File: src/rtl/pirq_pkg.sv
package pirq_pkg;
  localparam int N_EXT   = 4;
  localparam int N_TMR   = 4;
  localparam int N_SRC   = N_EXT + N_TMR + 3;
  localparam int IDX_W   = $clog2(N_SRC);
  localparam int SRC_ADC = N_EXT + N_TMR;
  localparam int SRC_BIT = SRC_ADC + 1;
  localparam int SRC_WDT = SRC_ADC + 2;

  // Source lives in the high request/enable byte
  function automatic bit in_hi_byte(input int s);
    return s < (N_EXT + N_TMR);
  endfunction

  // Bit position of a source within its byte
  function automatic int byte_pos(input int s);
    if (s < (N_EXT + N_TMR)) return 7 - s;
    else if (s == SRC_ADC)   return 7;
    else if (s == SRC_WDT)   return 6;
    else                     return 5;
  endfunction
endpackage

File: src/rtl/pirq_edge_sync.sv
module pirq_edge_sync #(
  parameter int N      = 4,
  parameter int STAGES = 2
) (
  input  logic         clk,
  input  logic         rst,
  input  logic [N-1:0] pin,
  input  logic [N-1:0] pol,
  input  logic [N-1:0] edge_mode,
  output logic [N-1:0] evt
);
  for (genvar g = 0; g < N; g++) begin : g_ch
    logic [STAGES-1:0] sh;
    logic              prev;
    logic              s;
    assign s = sh[STAGES-1];
    always_ff @(posedge clk) begin
      if (rst) begin
        sh   <= '0;
        prev <= 1'b0;
      end else begin
        sh   <= {sh[STAGES-2:0], pin[g]};
        prev <= s;
      end
    end
    always_comb begin
      if (edge_mode[g])
        evt[g] = pol[g] ? (s & ~prev) : (~s & prev);
      else
        evt[g] = (s == pol[g]);
    end
  end
endmodule

File: src/rtl/pirq_flag_bank.sv
module pirq_flag_bank #(
  parameter int N = 11
) (
  input  logic         clk,
  input  logic         rst,
  input  logic [N-1:0] hw_set,
  input  logic [N-1:0] sw_we,
  input  logic [N-1:0] sw_val,
  input  logic [N-1:0] ack_clr,
  output logic [N-1:0] flags_q,
  output logic [N-1:0] flags_d
);
  always_comb begin
    for (int i = 0; i < N; i++) begin
      flags_d[i] = flags_q[i];
      if (sw_we[i])   flags_d[i] = sw_val[i];
      if (ack_clr[i]) flags_d[i] = 1'b0;
      if (hw_set[i])  flags_d[i] = 1'b1;
    end
  end

  always_ff @(posedge clk) begin
    if (rst) flags_q <= '0;
    else     flags_q <= flags_d;
  end
endmodule

File: src/rtl/pirq_prio.sv
module pirq_prio #(
  parameter int N     = 11,
  parameter int IDX_W = 4
) (
  input  logic [N-1:0]     act,
  output logic             any,
  output logic [IDX_W-1:0] idx
);
  always_comb begin
    any = |act;
    idx = '0;
    for (int i = N - 1; i >= 0; i--)
      if (act[i]) idx = IDX_W'(i);
  end
endmodule

File: src/rtl/prio_irq_ctrl.sv
module prio_irq_ctrl
  import pirq_pkg::*;
#(
  parameter int                ADDR_W    = 8,
  parameter int                SYNC_STG  = 2,
  parameter logic [ADDR_W-1:0] A_REQ_HI  = 8'hF7,
  parameter logic [ADDR_W-1:0] A_REQ_LO  = 8'hF5,
  parameter logic [ADDR_W-1:0] A_EN_HI   = 8'hF6,
  parameter logic [ADDR_W-1:0] A_EN_LO   = 8'hF4,
  parameter logic [ADDR_W-1:0] A_CFG     = 8'hF3,
  parameter logic [7:0]        CFG_RESET = 8'hF0
) (
  input  logic              clk,
  input  logic              rst,
  input  logic [ADDR_W-1:0] bus_addr,
  input  logic [7:0]        bus_wdata,
  input  logic              bus_we,
  output logic [7:0]        bus_rd_data,
  input  logic [N_EXT-1:0]  ext_pin,
  input  logic [N_TMR-1:0]  tmr_match,
  input  logic              ivt_ovf,
  input  logic              adc_done,
  input  logic              wdt_match,
  input  logic              master_en,
  input  logic              ack,
  output logic              irq_req,
  output logic [IDX_W-1:0]  vec_idx
);
  logic [N_SRC-1:0] flags_q, flags_d, hw_set, sw_we, sw_val, ack_clr;
  logic [N_SRC-1:0] en_q, en_d, act_d;
  logic [N_EXT-1:0] ext_evt, cfg_pol, cfg_mode;
  logic [7:0]       cfg_q;
  logic             wr_req_hi, wr_req_lo, wr_en_hi, wr_en_lo, wr_cfg;
  logic             win_any;
  logic [IDX_W-1:0] win_idx;
  logic [7:0]       req_hi_b, req_lo_b, en_hi_b, en_lo_b;

  assign wr_req_hi = bus_we && (bus_addr == A_REQ_HI);
  assign wr_req_lo = bus_we && (bus_addr == A_REQ_LO);
  assign wr_en_hi  = bus_we && (bus_addr == A_EN_HI);
  assign wr_en_lo  = bus_we && (bus_addr == A_EN_LO);
  assign wr_cfg    = bus_we && (bus_addr == A_CFG);

  assign cfg_pol  = cfg_q[N_EXT-1:0];
  assign cfg_mode = cfg_q[2*N_EXT-1:N_EXT];

  // External input conditioning
  pirq_edge_sync #(.N(N_EXT), .STAGES(SYNC_STG)) u_sync (
    .clk(clk), .rst(rst), .pin(ext_pin), .pol(cfg_pol),
    .edge_mode(cfg_mode), .evt(ext_evt)
  );

  assign hw_set = {wdt_match, ivt_ovf, adc_done, tmr_match, ext_evt};

  // Per-source software access and acknowledge clear
  for (genvar s = 0; s < N_SRC; s++) begin : g_src
    localparam bit HI  = in_hi_byte(s);
    localparam int POS = byte_pos(s);
    assign sw_we[s]  = HI ? wr_req_hi : wr_req_lo;
    assign sw_val[s] = bus_wdata[POS];
    assign en_d[s]   = ((HI ? wr_en_hi : wr_en_lo) ? bus_wdata[POS] : en_q[s]);
    if (s < N_EXT) begin : g_ext
      assign ack_clr[s] = ack && irq_req && (vec_idx == IDX_W'(s)) && cfg_mode[s];
    end else begin : g_int
      assign ack_clr[s] = ack && irq_req && (vec_idx == IDX_W'(s));
    end
  end

  pirq_flag_bank #(.N(N_SRC)) u_flags (
    .clk(clk), .rst(rst), .hw_set(hw_set), .sw_we(sw_we), .sw_val(sw_val),
    .ack_clr(ack_clr), .flags_q(flags_q), .flags_d(flags_d)
  );

  always_ff @(posedge clk) begin
    if (rst) begin
      en_q  <= '0;
      cfg_q <= CFG_RESET;
    end else begin
      en_q <= en_d;
      if (wr_cfg) cfg_q <= bus_wdata;
    end
  end

  // Arbitration on next-state flags keeps outputs aligned with flag state
  assign act_d = flags_d & en_d;

  pirq_prio #(.N(N_SRC), .IDX_W(IDX_W)) u_prio (
    .act(act_d), .any(win_any), .idx(win_idx)
  );

  always_ff @(posedge clk) begin
    if (rst) begin
      irq_req <= 1'b0;
      vec_idx <= '0;
    end else begin
      irq_req <= win_any && master_en;
      vec_idx <= win_any ? win_idx : '0;
    end
  end

  // Byte packing for readback
  always_comb begin
    req_hi_b = '0;
    req_lo_b = '0;
    en_hi_b  = '0;
    en_lo_b  = '0;
    for (int s = 0; s < N_SRC; s++) begin
      if (in_hi_byte(s)) begin
        req_hi_b[byte_pos(s)] = flags_q[s];
        en_hi_b[byte_pos(s)]  = en_q[s];
      end else begin
        req_lo_b[byte_pos(s)] = flags_q[s];
        en_lo_b[byte_pos(s)]  = en_q[s];
      end
    end
  end

  always_ff @(posedge clk) begin
    if (rst) bus_rd_data <= '0;
    else begin
      if      (bus_addr == A_REQ_HI) bus_rd_data <= req_hi_b;
      else if (bus_addr == A_REQ_LO) bus_rd_data <= req_lo_b;
      else if (bus_addr == A_EN_HI)  bus_rd_data <= en_hi_b;
      else if (bus_addr == A_EN_LO)  bus_rd_data <= en_lo_b;
      else if (bus_addr == A_CFG)    bus_rd_data <= cfg_q;
      else                           bus_rd_data <= '0;
    end
  end
endmodule

File: config.mk
export PLATFORM = sky130hd
export DESIGN_NAME = prio_irq_ctrl
export DESIGN_NICKNAME = d
export VERILOG_FILES = /design/src/rtl/pirq_pkg.sv /design/src/rtl/pirq_edge_sync.sv /design/src/rtl/pirq_flag_bank.sv /design/src/rtl/pirq_prio.sv /design/src/rtl/prio_irq_ctrl.sv
export SDC_FILE = /design/constraint.sdc
export NUM_CORES = 1
export LEC_CHECK = 0
export ABC_AREA = 1
export BUFFER_PORTS_ARGS = -buffer_cell sky130_fd_sc_hd__buf_2
export CORE_UTILIZATION = 57
export DETAILED_ROUTE_END_ITERATION = 12
export PLACE_DENSITY = 0.82
export SLEW_MARGIN = 5
export SYNTH_ARGS = -nofsm -noshare
export SYNTH_HDL_FRONTEND = slang
export SYNTH_SLANG_ARGS = --single-unit
export TNS_END_PERCENT = 20
File: constraint.sdc
create_clock -name clk -period 2.8 [get_ports clk]
set_input_delay 0.14 -clock clk [delete_from_list [all_inputs] [get_ports clk]]
set_output_delay 0.14 -clock clk [all_outputs]
set_load 0.1 [all_outputs]
Word level (Yosys, flattened, before mapping). Cells that the tools add are included. Widths: inputs -> output; s select.

Register bits: 55. Input port bits: 32.

Equality and inequality tests: 19. Muxes and demuxes: 67. Bitwise logic cells: 18. Reductions and logical operators: 28.

Operators with widths (number): $mux 1 (53); $eq 8x8->1 const B (5); $mux 8 (5); $logic_and 1x1->1 (22); $eq 4x3->1 const B (4); $eq 4x4->1 const B (3); $mux 3 (4); $mux 4 (3); $and 11x11->11 (1); $reduce_or 11->1 (1); $reduce_or 10->1 (1); $not 1->1 (9); $and 1x1->1 (8); $eq 4x2->1 const B (2); $reduce_or 6->1 (1); $eq 1x1->1 (4); $eq 4x1->1 const B (1); $logic_not 4->1 (1); $mux 2 (2); $reduce_or 4->1 (1); $reduce_or 3->1 (1).

Longest topological paths before layout. Gate-level depths: netlist (run 1).

Word-level depth: 16. Gate-level depth with buffers: 17.

Hierarchy. A second synthesis (run 1) with hierarchy kept.

Cells, all modules: 473. Area, all modules: 3022.9 µm².

By module, submodules not included: prio_irq_ctrl (times used 1, cells each 247, area each 1632.8 µm², sequential area each 640.6 µm²); pirq_flag_bank (times used 1, cells each 122, area each 764.5 µm², sequential area each 220.2 µm²); pirq_edge_sync (times used 1, cells each 73, area each 476.7 µm², sequential area each 240.2 µm²); pirq_prio (times used 1, cells each 31, area each 148.9 µm², sequential area each 0.0 µm²).

Least setup slack after synthesis (run 1). Ideal clock, no wire load.

Kind: register to register. From: reg irq_req. To: reg vec_idx[1]. Library setup time: 113 ps. Arrival: 2276 ps. Required time: 2687 ps. Path slack: 411 ps. Stages on the path, launching flop included: 14. Path buffers: 0. Cell sequence: dfxtp_1 > nand2_1 > nor3b_1 > nand2_1 > o21ai_1 > inv_1 > o21ai_1 > nand2_1 > nand2_1 > nand2_2 > nor2_4 > nand3_2 > nand4_1 > nor2_1.

Word-level cells in the longest chain between the ends: 14. Elaborated cells between the ends (all ways): 51. Those cells by class: mux (31); bitwise (2); reduce/logical (18).

RTL lines: from (decl) (line prio_irq_ctrl.sv:26) `output logic irq_req,`; from (signal assigned) (line prio_irq_ctrl.sv:96) `irq_req <= win_any && master_en;`; $logic_and 1x1->1 * (line prio_irq_ctrl.sv:63, prio_irq_ctrl.sv:65); $logic_and 1x1->1 (line prio_irq_ctrl.sv:65) `assign ack_clr[s] = ack && irq_req && (vec_idx == IDX_W'(s));`; $mux 1 (line pirq_flag_bank.sv:17) `if (ack_clr[i]) flags_d[i] = 1'b0;`; $mux 1 (line pirq_flag_bank.sv:18) `if (hw_set[i]) flags_d[i] = 1'b1;`; $and 11x11->11 * (line prio_irq_ctrl.sv:85) `assign act_d = flags_d & en_d;`; $mux 4 (3 in a row) (line pirq_prio.sv:13) `if (act[i]) idx = IDX_W'(i);`; $mux 3 (4 in a row) (line pirq_prio.sv:13); $mux 2 (2 in a row) (line pirq_prio.sv:13); to (signal assigned) (line prio_irq_ctrl.sv:97) `vec_idx <= win_any ? win_idx : '0;`; to (decl) (line prio_irq_ctrl.sv:27) `output logic [IDX_W-1:0] vec_idx`.

Mark *: on every way between the ends. The rest lies on a longest branch, timed or not. A chain may end at the register's enable or synchronous reset.

Final worst setup path (run 1).
From: reg irq_req. To: reg vec_idx[2].

Word-level cells in the longest chain between the ends: 11. Elaborated cells between the ends (all ways): 48. Those cells by class: mux (28); bitwise (2); reduce/logical (18).

RTL lines (line): $logic_and 1x1->1 * (prio_irq_ctrl.sv:63, prio_irq_ctrl.sv:65); $logic_and 1x1->1 (prio_irq_ctrl.sv:65); $mux 1 (pirq_flag_bank.sv:17); $mux 1 (pirq_flag_bank.sv:18); $and 11x11->11 * (prio_irq_ctrl.sv:85); $mux 4 (2 in a row) (pirq_prio.sv:13); $mux 3 (4 in a row) (pirq_prio.sv:13).

Marks and branches as above.

==> results by stage, run 1 <==
Status:
- The flow ran to the end, and the final reports show no timing, DRC or antenna violations.

Clock network:
- The H-tree generated during clock tree synthesis spans 2 levels.
- The number of hold buffers added after CTS was 0.
- CTS saw 55 sinks.
- The CTS tree is done.
- Counting along the longest clock path gives a buffer depth of 2.
- Buffers added to address setup during post-CTS repair amount to 0.
- The number of gates resized after CTS was 0.
- At the later pin of the worst-skew pair, clock insertion delay measures roughly 300 ps.
- The buffer type at the clock tree root is sky130_fd_sc_hd__clkbuf_8.
- The clock transition at the registers of the reported paths is roughly 90 ps.
- The total CTS buffers is 5.

Worst setup path:
- Measured in cells, the most critical reg-to-reg path has a length of 13.
- In this run the register-to-register setup slack is 850 ps.
- Along the worst path, the maximum fanout reaches 4.
- The startpoint of the lowest-slack register-to-register path is irq_req$_SDFF_PP0_.
- The endpoint identified for the worst register-to-register timing path is vec_idx[2]$_SDFF_PP0_.
- The critical path is of the flip-flop to flip-flop type.
- Tracing the worst setup path back leads to its startpoint at irq_req$_SDFF_PP0_.
- The data arrival time at the worst-slack endpoint is 2160 ps.
- The endpoint required time on the critical path is 3010 ps.
- The startpoint type of the worst setup path is a flip-flop.
- The worst setup path is captured at a flip-flop.
- The most critical setup path has its endpoint at vec_idx[2]$_SDFF_PP0_.

Timing:
- For this run, the top clock speed supported by timing is 513 MHz.
- The slew at the pin with the worst max-slew slack is 485 ps.
- The share of the clock period used by the worst path after layout is 69.7%.
- The total setup violations reported at the end of the flow is 0.
- The worst setup skew after layout is 6.47 ps.
- Subtracting the final worst setup slack from the clock period gives 1950 ps.
- Hold is met by 35.4 ps.
- The final hold violation count is 0.
- Headroom to the max-slew limit came out at around two thirds.
- The number of pins exceeding their max-slew limit in the final report is 0.
- Setup repair after global routing left no endpoint under its margin.
- After routing, the total negative slack on setup checks comes to 0 ps.

Synthesis:
- The synthesized design contains 55 register bits.
- Summing the sequential cell areas from Yosys gives 41.6% of the chip area.
- Each instance of the synthesized netlist takes up on average 6.92 sq um.
- The synthesized net count is around 410.
- Synthesis produced a netlist whose cell count is 382.
- The synthesized design spends more area on one cell type than any other, namely sky130_fd_sc_hd__dfxtp_1.
- The most used flip-flop cell after synthesis is sky130_fd_sc_hd__dfxtp_1.
- By area the synthesized netlist is led by sky130_fd_sc_hd__dfxtp_1 42%, sky130_fd_sc_hd__nand2_1 12%, sky130_fd_sc_hd__inv_1 11%.
- In the synthesized netlist the async set-or-reset flop fraction comes to 0%.
- The area share of the largest cell type after synthesis is 41.6%.
- During synthesis, Yosys emitted a total of 0 warnings.
- In this run the cell area of the synthesized design comes to 0.00264 sq mm.
- The distinct cell type count of the synthesized netlist is 31.
- In this run, synthesis inferred 0 flip-flops with an integrated enable.

Finish:
- The repair_antennas step left the layout with diodes totalling 0.
- At the end of the flow, the number of nets in the layout was 456.
- The post-route cell area is 0.00298 sq mm.
- The post-synthesis to final-layout area growth is 12.5%.
- Leaving out filler cells and counting taps, the final layout contains 477.
- The library cell used most frequently in the layout, excluding fill and tap cells, is sky130_fd_sc_hd__nand2_1.
- The library cells used most frequently in the layout, excluding fill and tap cells, are 84 x sky130_fd_sc_hd__nand2_1, 75 x sky130_fd_sc_hd__inv_1, 55 x sky130_fd_sc_hd__dfxtp_1, 44 x sky130_fd_sc_hd__buf_2, 39 x sky130_fd_sc_hd__nor2_1.
- The fraction of final layout cells sized beyond drive strength 1 is 16.7%.

Detailed routing:
- The final routed wire length divided by cell count is between 10 and 15 um.
- For this block, the routed nets add up to approximately 6100 um of wire.
- In this run, the number of DRC markers left after iteration 0 of detailed routing was 209.
- The routed layout has around 2500 vias.
- The number of search-and-repair iterations in the first detailed-routing pass is 6.
- Using the TritonRoute via totals, the vias-per-cell ratio works out to 5.16.
- The remaining number of nets flagged by the antenna check after routing is 0.
- For this run, design rule violations remaining after detail routing come to 0.

Global route:
- Global routing used 26.5% of the available tracks.
- The first global-routing pass estimated 10100 um of wire.
- The via count of the first global-routing pass is around 2200.
- The maximum number of pins on one net before global-route repair is 43.
- The initial antenna violation count is 0.
- The total overflow left after global routing is 0.

Floorplanning:
- The initial standard-cell utilization of the core is 59.9%.
- The floorplan has 24 rows.
- The horizontal die dimension is 70.1 um.
- From bottom edge to top edge, the die measures 70.1 um.
- The floorplan step defined a core boundary enclosing 0.00441 sq mm.
- The floorplan step defined a die boundary enclosing 0.00491 sq mm.
- In this run the count of I/O pins placed on the die edge is between 40 and 50.

Min path:
- The worst hold path belongs to the class input pin to flip-flop.

Place:
- The final HPWL from detailed placement is between 4000 and 5000 um.
- The number of input and output port buffers inserted is between 40 and 50.
- After detailed placement, the total cell area comes to 0.00288 sq mm.
- The placer's final routability congestion estimate is 0.898.
- The count of placed standard cells including taps is about 470.

Power and ir drop:
- Across the VDD grid, the largest voltage drop is 0.000280 V.
- The analysis attributes to cell leakage a power of 1.46 nW.
- In this run, the combinational gates consume 7.6% of the power.
- Dividing total power by cell area gives a power density of about 460 mW/mm^2.
- Internal power comes to about 1.1 mW.
- The share of total power consumed by net switching is 23.0%.
- The switching power is approximately 0.32 mW.
- The clock network power share is 34.1%.
- The sequential share of power is 58.3%.

Run:
- The max-capacitance violation count is 0.
[registers in the layout, indices dropped and copies added (netlist names)]
name and flops:
u_sync.g_ch.prev 4, u_flags.flags_q 11, cfg_q 8, vec_idx 4, irq_req 1, en_q 11, bus_rd_data 8, u_sync.g_ch.sh 8
[worst min path at each step]
stage | from | to | slack [ps] | depth (start not counted)
5_1_grt | ext_pin[0] | u_sync.g_ch[0].sh[0]$_SDFF_PP0_ | 20 | 3
4_1_cts | ext_pin[0] | u_sync.g_ch[0].sh[0]$_SDFF_PP0_ | 30 | 3
2_1_floorplan | ext_pin[0] | u_sync.g_ch[0].sh[0]$_SDFF_PP0_ | 250 | 2
3_5_place_dp | ext_pin[0] | u_sync.g_ch[0].sh[0]$_SDFF_PP0_ | 350 | 3
3_3_place_gp | ext_pin[2] | u_sync.g_ch[2].sh[0]$_SDFF_PP0_ | 340 | 3
6_report | ext_pin[1] | u_sync.g_ch[1].sh[0]$_SDFF_PP0_ | 40 | 3
[metrics by stage]
stage	util (%)	power, mW	worst slack, ps
after floorplan	-	0.890	411
after global placement	65.1	0.927	868
after detailed placement	65.1	0.928	803
after CTS	67.4	1.39	852
after global routing	67.4	1.43	602
final	67.4	1.38	850
[final cells by class]
type | count | area [sq um]
Multi-Input combinational cell | 239 | 1180
Timing Repair Buffer | 46 | 235
Tap cell | 52 | 65.1
Clock buffer | 8 | 100
Fill cell | 366 | 1440
Sequential cell | 55 | 1100
Inverter | 77 | 290
[critical path, stage by stage (launching register included)]
cell                      delay, ps
sky130_fd_sc_hd__dfxtp_1        340
sky130_fd_sc_hd__nand2_1         90
sky130_fd_sc_hd__nor3b_1        430
sky130_fd_sc_hd__nand2_1        110
sky130_fd_sc_hd__o21ai_1        100
sky130_fd_sc_hd__inv_1           50
sky130_fd_sc_hd__o21ai_1        100
sky130_fd_sc_hd__nand2_1         70
sky130_fd_sc_hd__nand2_1        100
sky130_fd_sc_hd__nand2_2         90
sky130_fd_sc_hd__nor2_4         130
sky130_fd_sc_hd__nand3_2         90
sky130_fd_sc_hd__nand4_1        110
sky130_fd_sc_hd__nor2_1          50
[cells by family (layout without fill, tap and decap cells)]
| group | count (synthesis) | in the layout | share of synthesized area (%) |
|---|---|---|---|
| buffers and inverters | 88 | 131 | 13.6 |
| AND/OR/NAND/NOR | 166 | 166 | 28.5 |
| flip-flops | 55 | 55 | 41.6 |
| AO/OA/AOI/OAI | 73 | 73 | 16.2 |
[routing by layer]
| layer | GRT usage, % | share of wire (%) |
|---|---|---|
| met1 | 36.1 | 45 |
| met3 | 5.48 | 8.3 |
| met2 | 41.6 | 45 |
| met5 | 0 | 0 |
| met4 | 9.11 | 2.2 |
[power groups by stage]
stage	registers [mW]	clock network [mW]	logic, mW
2_1_floorplan	0.826	0	0.0637
3_3_place_gp	0.824	0	0.103
3_5_place_dp	0.824	0	0.104
4_1_cts	0.806	0.480	0.104
5_1_grt	0.808	0.508	0.118
6_report	0.806	0.471	0.105
[synth_stat cells, types with 6 or more instances]
cell and number:
sky130_fd_sc_hd__inv_1 75, sky130_fd_sc_hd__nor2_1 39, sky130_fd_sc_hd__o21ai_0 17, sky130_fd_sc_hd__clkbuf_1 6, sky130_fd_sc_hd__o21ai_1 6, sky130_fd_sc_hd__o21a_1 8
sky130_fd_sc_hd__a21oi_1 22, sky130_fd_sc_hd__nand2_1 84, sky130_fd_sc_hd__nand2_2 6, sky130_fd_sc_hd__dfxtp_1 55, sky130_fd_sc_hd__nand3_1 17, sky130_fd_sc_hd__o211ai_1 12
No activity file was read; power rests on OpenSTA's default activity.
==> inputs of run 2 (changes only) <==
--- a/config.mk
+++ b/config.mk
@@ -7,9 +7,9 @@
 export LEC_CHECK = 0
 export ABC_AREA = 1
 export BUFFER_PORTS_ARGS = -buffer_cell sky130_fd_sc_hd__buf_2
-export CORE_UTILIZATION = 57
+export CORE_UTILIZATION = 55
 export DETAILED_ROUTE_END_ITERATION = 12
-export PLACE_DENSITY = 0.82
+export PLACE_DENSITY = 0.79
 export SLEW_MARGIN = 5
 export SYNTH_ARGS = -nofsm -noshare
 export SYNTH_HDL_FRONTEND = slang
==> constraint.sdc (replaced) <==
create_clock -name clk -period 2 [get_ports clk]
set_input_delay 0.1 -clock clk [delete_from_list [all_inputs] [get_ports clk]]
set_output_delay 0.1 -clock clk [all_outputs]
set_load 0.1 [all_outputs]
==> run 2 against run 1 <==
The flow now finishes with violations (DRC); register-to-register slack got worse by 680 ps; hold slack got worse by 22 ps; cell count rose by 1.7%; via count rose by 5.9%; worst setup slack got worse by 680 ps; design area rose by 2.9%; wire length rose by 6.0%; count of clock-buffer cells in the layout fell by 2; clock skew rose by 3.4 ps; power rose by 37%; global-route usage rose by 0.19 points; sequential share of layout area fell by 0.77 points; critical endpoint is now vec_idx[1]$_SDFF_PP0_.
==> results by stage, run 2 (synthesis gave the netlist of run 1 again) <==
Power and ir drop:
- The clock network power share is 32.1% (was 34.1%).
- The total design power was 1.90 mW (was 1.38 mW).
- The share of total power consumed by net switching is 24.9% (was 23.0%).
- The sequential share of power is 59.5% (was 58.3%).
- The power share of the combinational group was 8.3% (was 7.6%).
- The power density over the cells is 619 mW/mm^2 (was 464 mW/mm^2).
- The worst vdd rail ir drop was 0.000528 V (was 0.000280 V).
- The static leakage is 1.49 nW (was 1.46 nW).
- The internal cell power came to 1.42 mW (was 1.06 mW).
- The switching power is 0.472 mW (was 0.318 mW).

Timing:
- The slew at the pin with the worst max-slew slack is 489 ps (was 485 ps).
- The share of the clock period used by the worst path after layout was 91.5% (was 69.7%).
- The total setup violations reported at the end of the flow came to 0 (unchanged).
- The shortest period the worst path allows came to 1830 ps (was 1950 ps).
- The final hold violation count came to 0 (unchanged).
- The maximum achievable frequency is 547 MHz (was 513 MHz).
- The final total negative setup slack came to 0 ps (unchanged).
- The relative max-transition margin is 67.6% (about the same).
- The number of pins exceeding their max-slew limit in the final report is 0 (unchanged).
- The worst setup skew after layout is 9.89 ps (was 6.47 ps).
- The final hold slack is 13.3 ps (was 35.4 ps).
- Unrepaired setup endpoints after global routing: false (unchanged).
- The final worst-path setup slack is 170 ps (was 850 ps).

Clock network:
- The clock transition at the registers of the reported paths is 100 ps (was 90 ps).
- The clock latency on the worst-skew pair was 310 ps (was 300 ps).
- The number of buffers on the longest clock path is 2 (unchanged).
- The total number of H-tree levels is 2 (unchanged).
- The post-CTS repair timing setup buffer count came to 0 (unchanged).
- The total CTS buffers is 5 (unchanged).
- The CTS tree is done (unchanged).
- The buffer type at the clock tree root is sky130_fd_sc_hd__clkbuf_8 (unchanged).
- The CTS sink count came to 55 (unchanged).

Detailed routing:
- The top layer reached by signal wires is met4 (unchanged).
- The final routed DRC violation total came to 2 (was 0).
- The via-per-instance ratio came to 5.38 (was 5.16).
- The count of vias placed by the detailed router was 2607 (was 2461).
- The number of search-and-repair iterations in the first detailed-routing pass was 10 (was 6).
- The final wirelength is 6490 um (was 6120 um).
- The detailed-routed wire length on met3 was 494 um (was 506 um).
- The detailed route wirelength on metal2 is 2990 um (was 2750 um).
- The initial DRC count was 232 (was 209).
- The final routed wire length divided by cell count was 13.4 um (was 12.8 um).
- The remaining number of nets flagged by the antenna check after routing is 0 (unchanged).
- The post-route met1 wirelength is 2860 um (was 2730 um).

Worst setup path:
- The endpoint required time on the critical path came to 2210 ps (was 3010 ps).
- The kind of end point of the critical path is a flip-flop (unchanged).
- The reg-to-reg endpoint is vec_idx[1]$_SDFF_PP0_ (was vec_idx[2]$_SDFF_PP0_).
- The data arrival time at the worst-slack endpoint is 2040 ps (was 2160 ps).
- The class of the most critical setup path is flip-flop to flip-flop (unchanged).
- The slack of the worst reg-to-reg path is 170 ps (was 850 ps).
- The startpoint type of the worst setup path is a flip-flop (unchanged).
- The cell count of the worst reg-to-reg path is 13 (unchanged).
- The startpoint of the lowest-slack register-to-register path is irq_req$_SDFF_PP0_ (unchanged).
- The largest fanout of any net on the critical path is 4 (unchanged).

Finish:
- The number of diodes added for antenna fixing is 0 (unchanged).
- The fraction of final layout cells sized beyond drive strength 1 is 19.6% (was 16.7%).
- The post-route cell area is 0.00306 sq mm (was 0.00298 sq mm).
- The post-synthesis to final-layout area growth is 15.9% (was 12.5%).
- The non-filler instance count after layout is 485 (was 477).
- The number of nets in the layout is 464 (was 456).
- The most frequent standard cell in the layout excluding fill and tap cells is sky130_fd_sc_hd__nand2_1 (unchanged).
- Most frequent cells in the layout: 83 x sky130_fd_sc_hd__nand2_1, 75 x sky130_fd_sc_hd__inv_1, 50 x sky130_fd_sc_hd__dfxtp_1, 44 x sky130_fd_sc_hd__buf_2, 38 x sky130_fd_sc_hd__nor2_1 (was 84 x sky130_fd_sc_hd__nand2_1, 75 x sky130_fd_sc_hd__inv_1, 55 x sky130_fd_sc_hd__dfxtp_1, 44 x sky130_fd_sc_hd__buf_2, 39 x sky130_fd_sc_hd__nor2_1).
- Top Registers: en_q x11, u_flags.flags_q x11 (unchanged).
- The post-route core utilization was 68.5% (was 67.4%).

Status:
- The checks that failed: DRC.
- Run status: complete, but fails checks (was completed).

Place:
- The area of placed instances is 0.00291 sq mm (was 0.00288 sq mm).
- The number of input and output port buffers inserted is 44 (unchanged).
- The final HPWL from detailed placement is 4810 um (was 4680 um).
- The worst slack at placement is 15.2 ps (was 803 ps).
- The placer's final routability congestion estimate came to 0.933 (was 0.898).
- The count of placed standard cells including taps is 473 (was 469).

Min path:
- The startpoint of the tightest hold check path is master_en (was ext_pin[1]).
- The worst hold-check path type was input pin to flip-flop (unchanged).
- The worst hold path cell count is 3 (unchanged).
- The end point of the worst hold path is irq_req$_SDFF_PP0_ (was u_sync.g_ch[1].sh[0]$_SDFF_PP0_).

Floorplanning:
- The total I/O pin count was 45 (unchanged).
- The horizontal die dimension is 71.3 um (was 70.1 um).
- The row count is 24 (unchanged).
- The vertical extent of the die is 71.3 um (was 70.1 um).
- The core outline area is 0.00447 sq mm (was 0.00441 sq mm).
- The area of the die was 0.00509 sq mm (was 0.00491 sq mm).
- The initial standard-cell utilization of the core is 59.1% (was 59.9%).

Run:
- The max-capacitance violation count is 0 (unchanged).

Global route:
- The global-route congestion overflow total is 0 (unchanged).
- The global-route wire length before repair is 10400 um (was 10100 um).
- The overall routing resource usage was 26.7% (was 26.5%).
- The via count of the first global-routing pass is 2300 (was 2159).
- The initial antenna violation count is 0 (unchanged).
- The maximum number of pins on one net before global-route repair came to 43 (unchanged).
==> run 2: layer usage <==
layer / vias to the layer above / track usage [%]
li1: 1306 / -
met1: 1162 / 35.7
met2: 123 / 43.7
met3: 16 / 4.36
met4: 0 / 9.33
met5: - / 0
==> run 2: worst max path at each step <==
stage                     startpoint               endpoint  slack [ps]  cells past startpoint
6_report          irq_req$_SDFF_PP0_  vec_idx[1]$_SDFF_PP0_         170                     13
3_5_place_dp      irq_req$_SDFF_PP0_  vec_idx[1]$_SDFF_PP0_          20                     13
3_3_place_gp      irq_req$_SDFF_PP0_  vec_idx[1]$_SDFF_PP0_          30                     13
5_1_grt           irq_req$_SDFF_PP0_  vec_idx[1]$_SDFF_PP0_          20                     13
2_1_floorplan  vec_idx[2]$_SDFF_PP0_  vec_idx[1]$_SDFF_PP0_          40                     12
4_1_cts           irq_req$_SDFF_PP0_  vec_idx[1]$_SDFF_PP0_         160                     13
==> run 2: power groups by stage <==
stage	clock, mW	sequential, mW	combinational (mW)
global placement	0	1.15	0.145
global route	0.651	1.13	0.174
finish	0.609	1.13	0.158
floorplan	0	1.16	0.0892
CTS	0.617	1.13	0.155
detailed placement	0	1.15	0.148
==> run 2: layout make-up <==
class / count / area [sq um]
Timing Repair Buffer: 54 / 305
Inverter: 77 / 290
Clock buffer: 6 / 72.6
Fill cell: 394 / 1410
Tap cell: 52 / 65.1
Sequential cell: 55 / 1110
Multi-Input combinational cell: 239 / 1210
Clock inverter: 2 / 12.5
==> run 2: worst max-delay path: stages, from the launching register on <==
cell and delay [ps]:
sky130_fd_sc_hd__dfxtp_4 360, sky130_fd_sc_hd__nand2_2 70, sky130_fd_sc_hd__nor3b_4 280, sky130_fd_sc_hd__nand2_1 70, sky130_fd_sc_hd__o21ai_1 110, sky130_fd_sc_hd__inv_1 80
sky130_fd_sc_hd__o21ai_2 80, sky130_fd_sc_hd__nand2_1 80, sky130_fd_sc_hd__nand2_1 120, sky130_fd_sc_hd__nand2_2 90, sky130_fd_sc_hd__nor2_4 140, sky130_fd_sc_hd__nand3_2 90
sky130_fd_sc_hd__nand4_1 100, sky130_fd_sc_hd__nor2_1 60
==> run 2: timing repair <==
action | 4_1_cts | 5_1_grt
endpoints found under the hold margin | 4 | 0
pin swaps | 0 | 1
gates resized for setup | 1 | 5
endpoints found under the setup margin | 2 | 4
hold buffers | 4 | 0
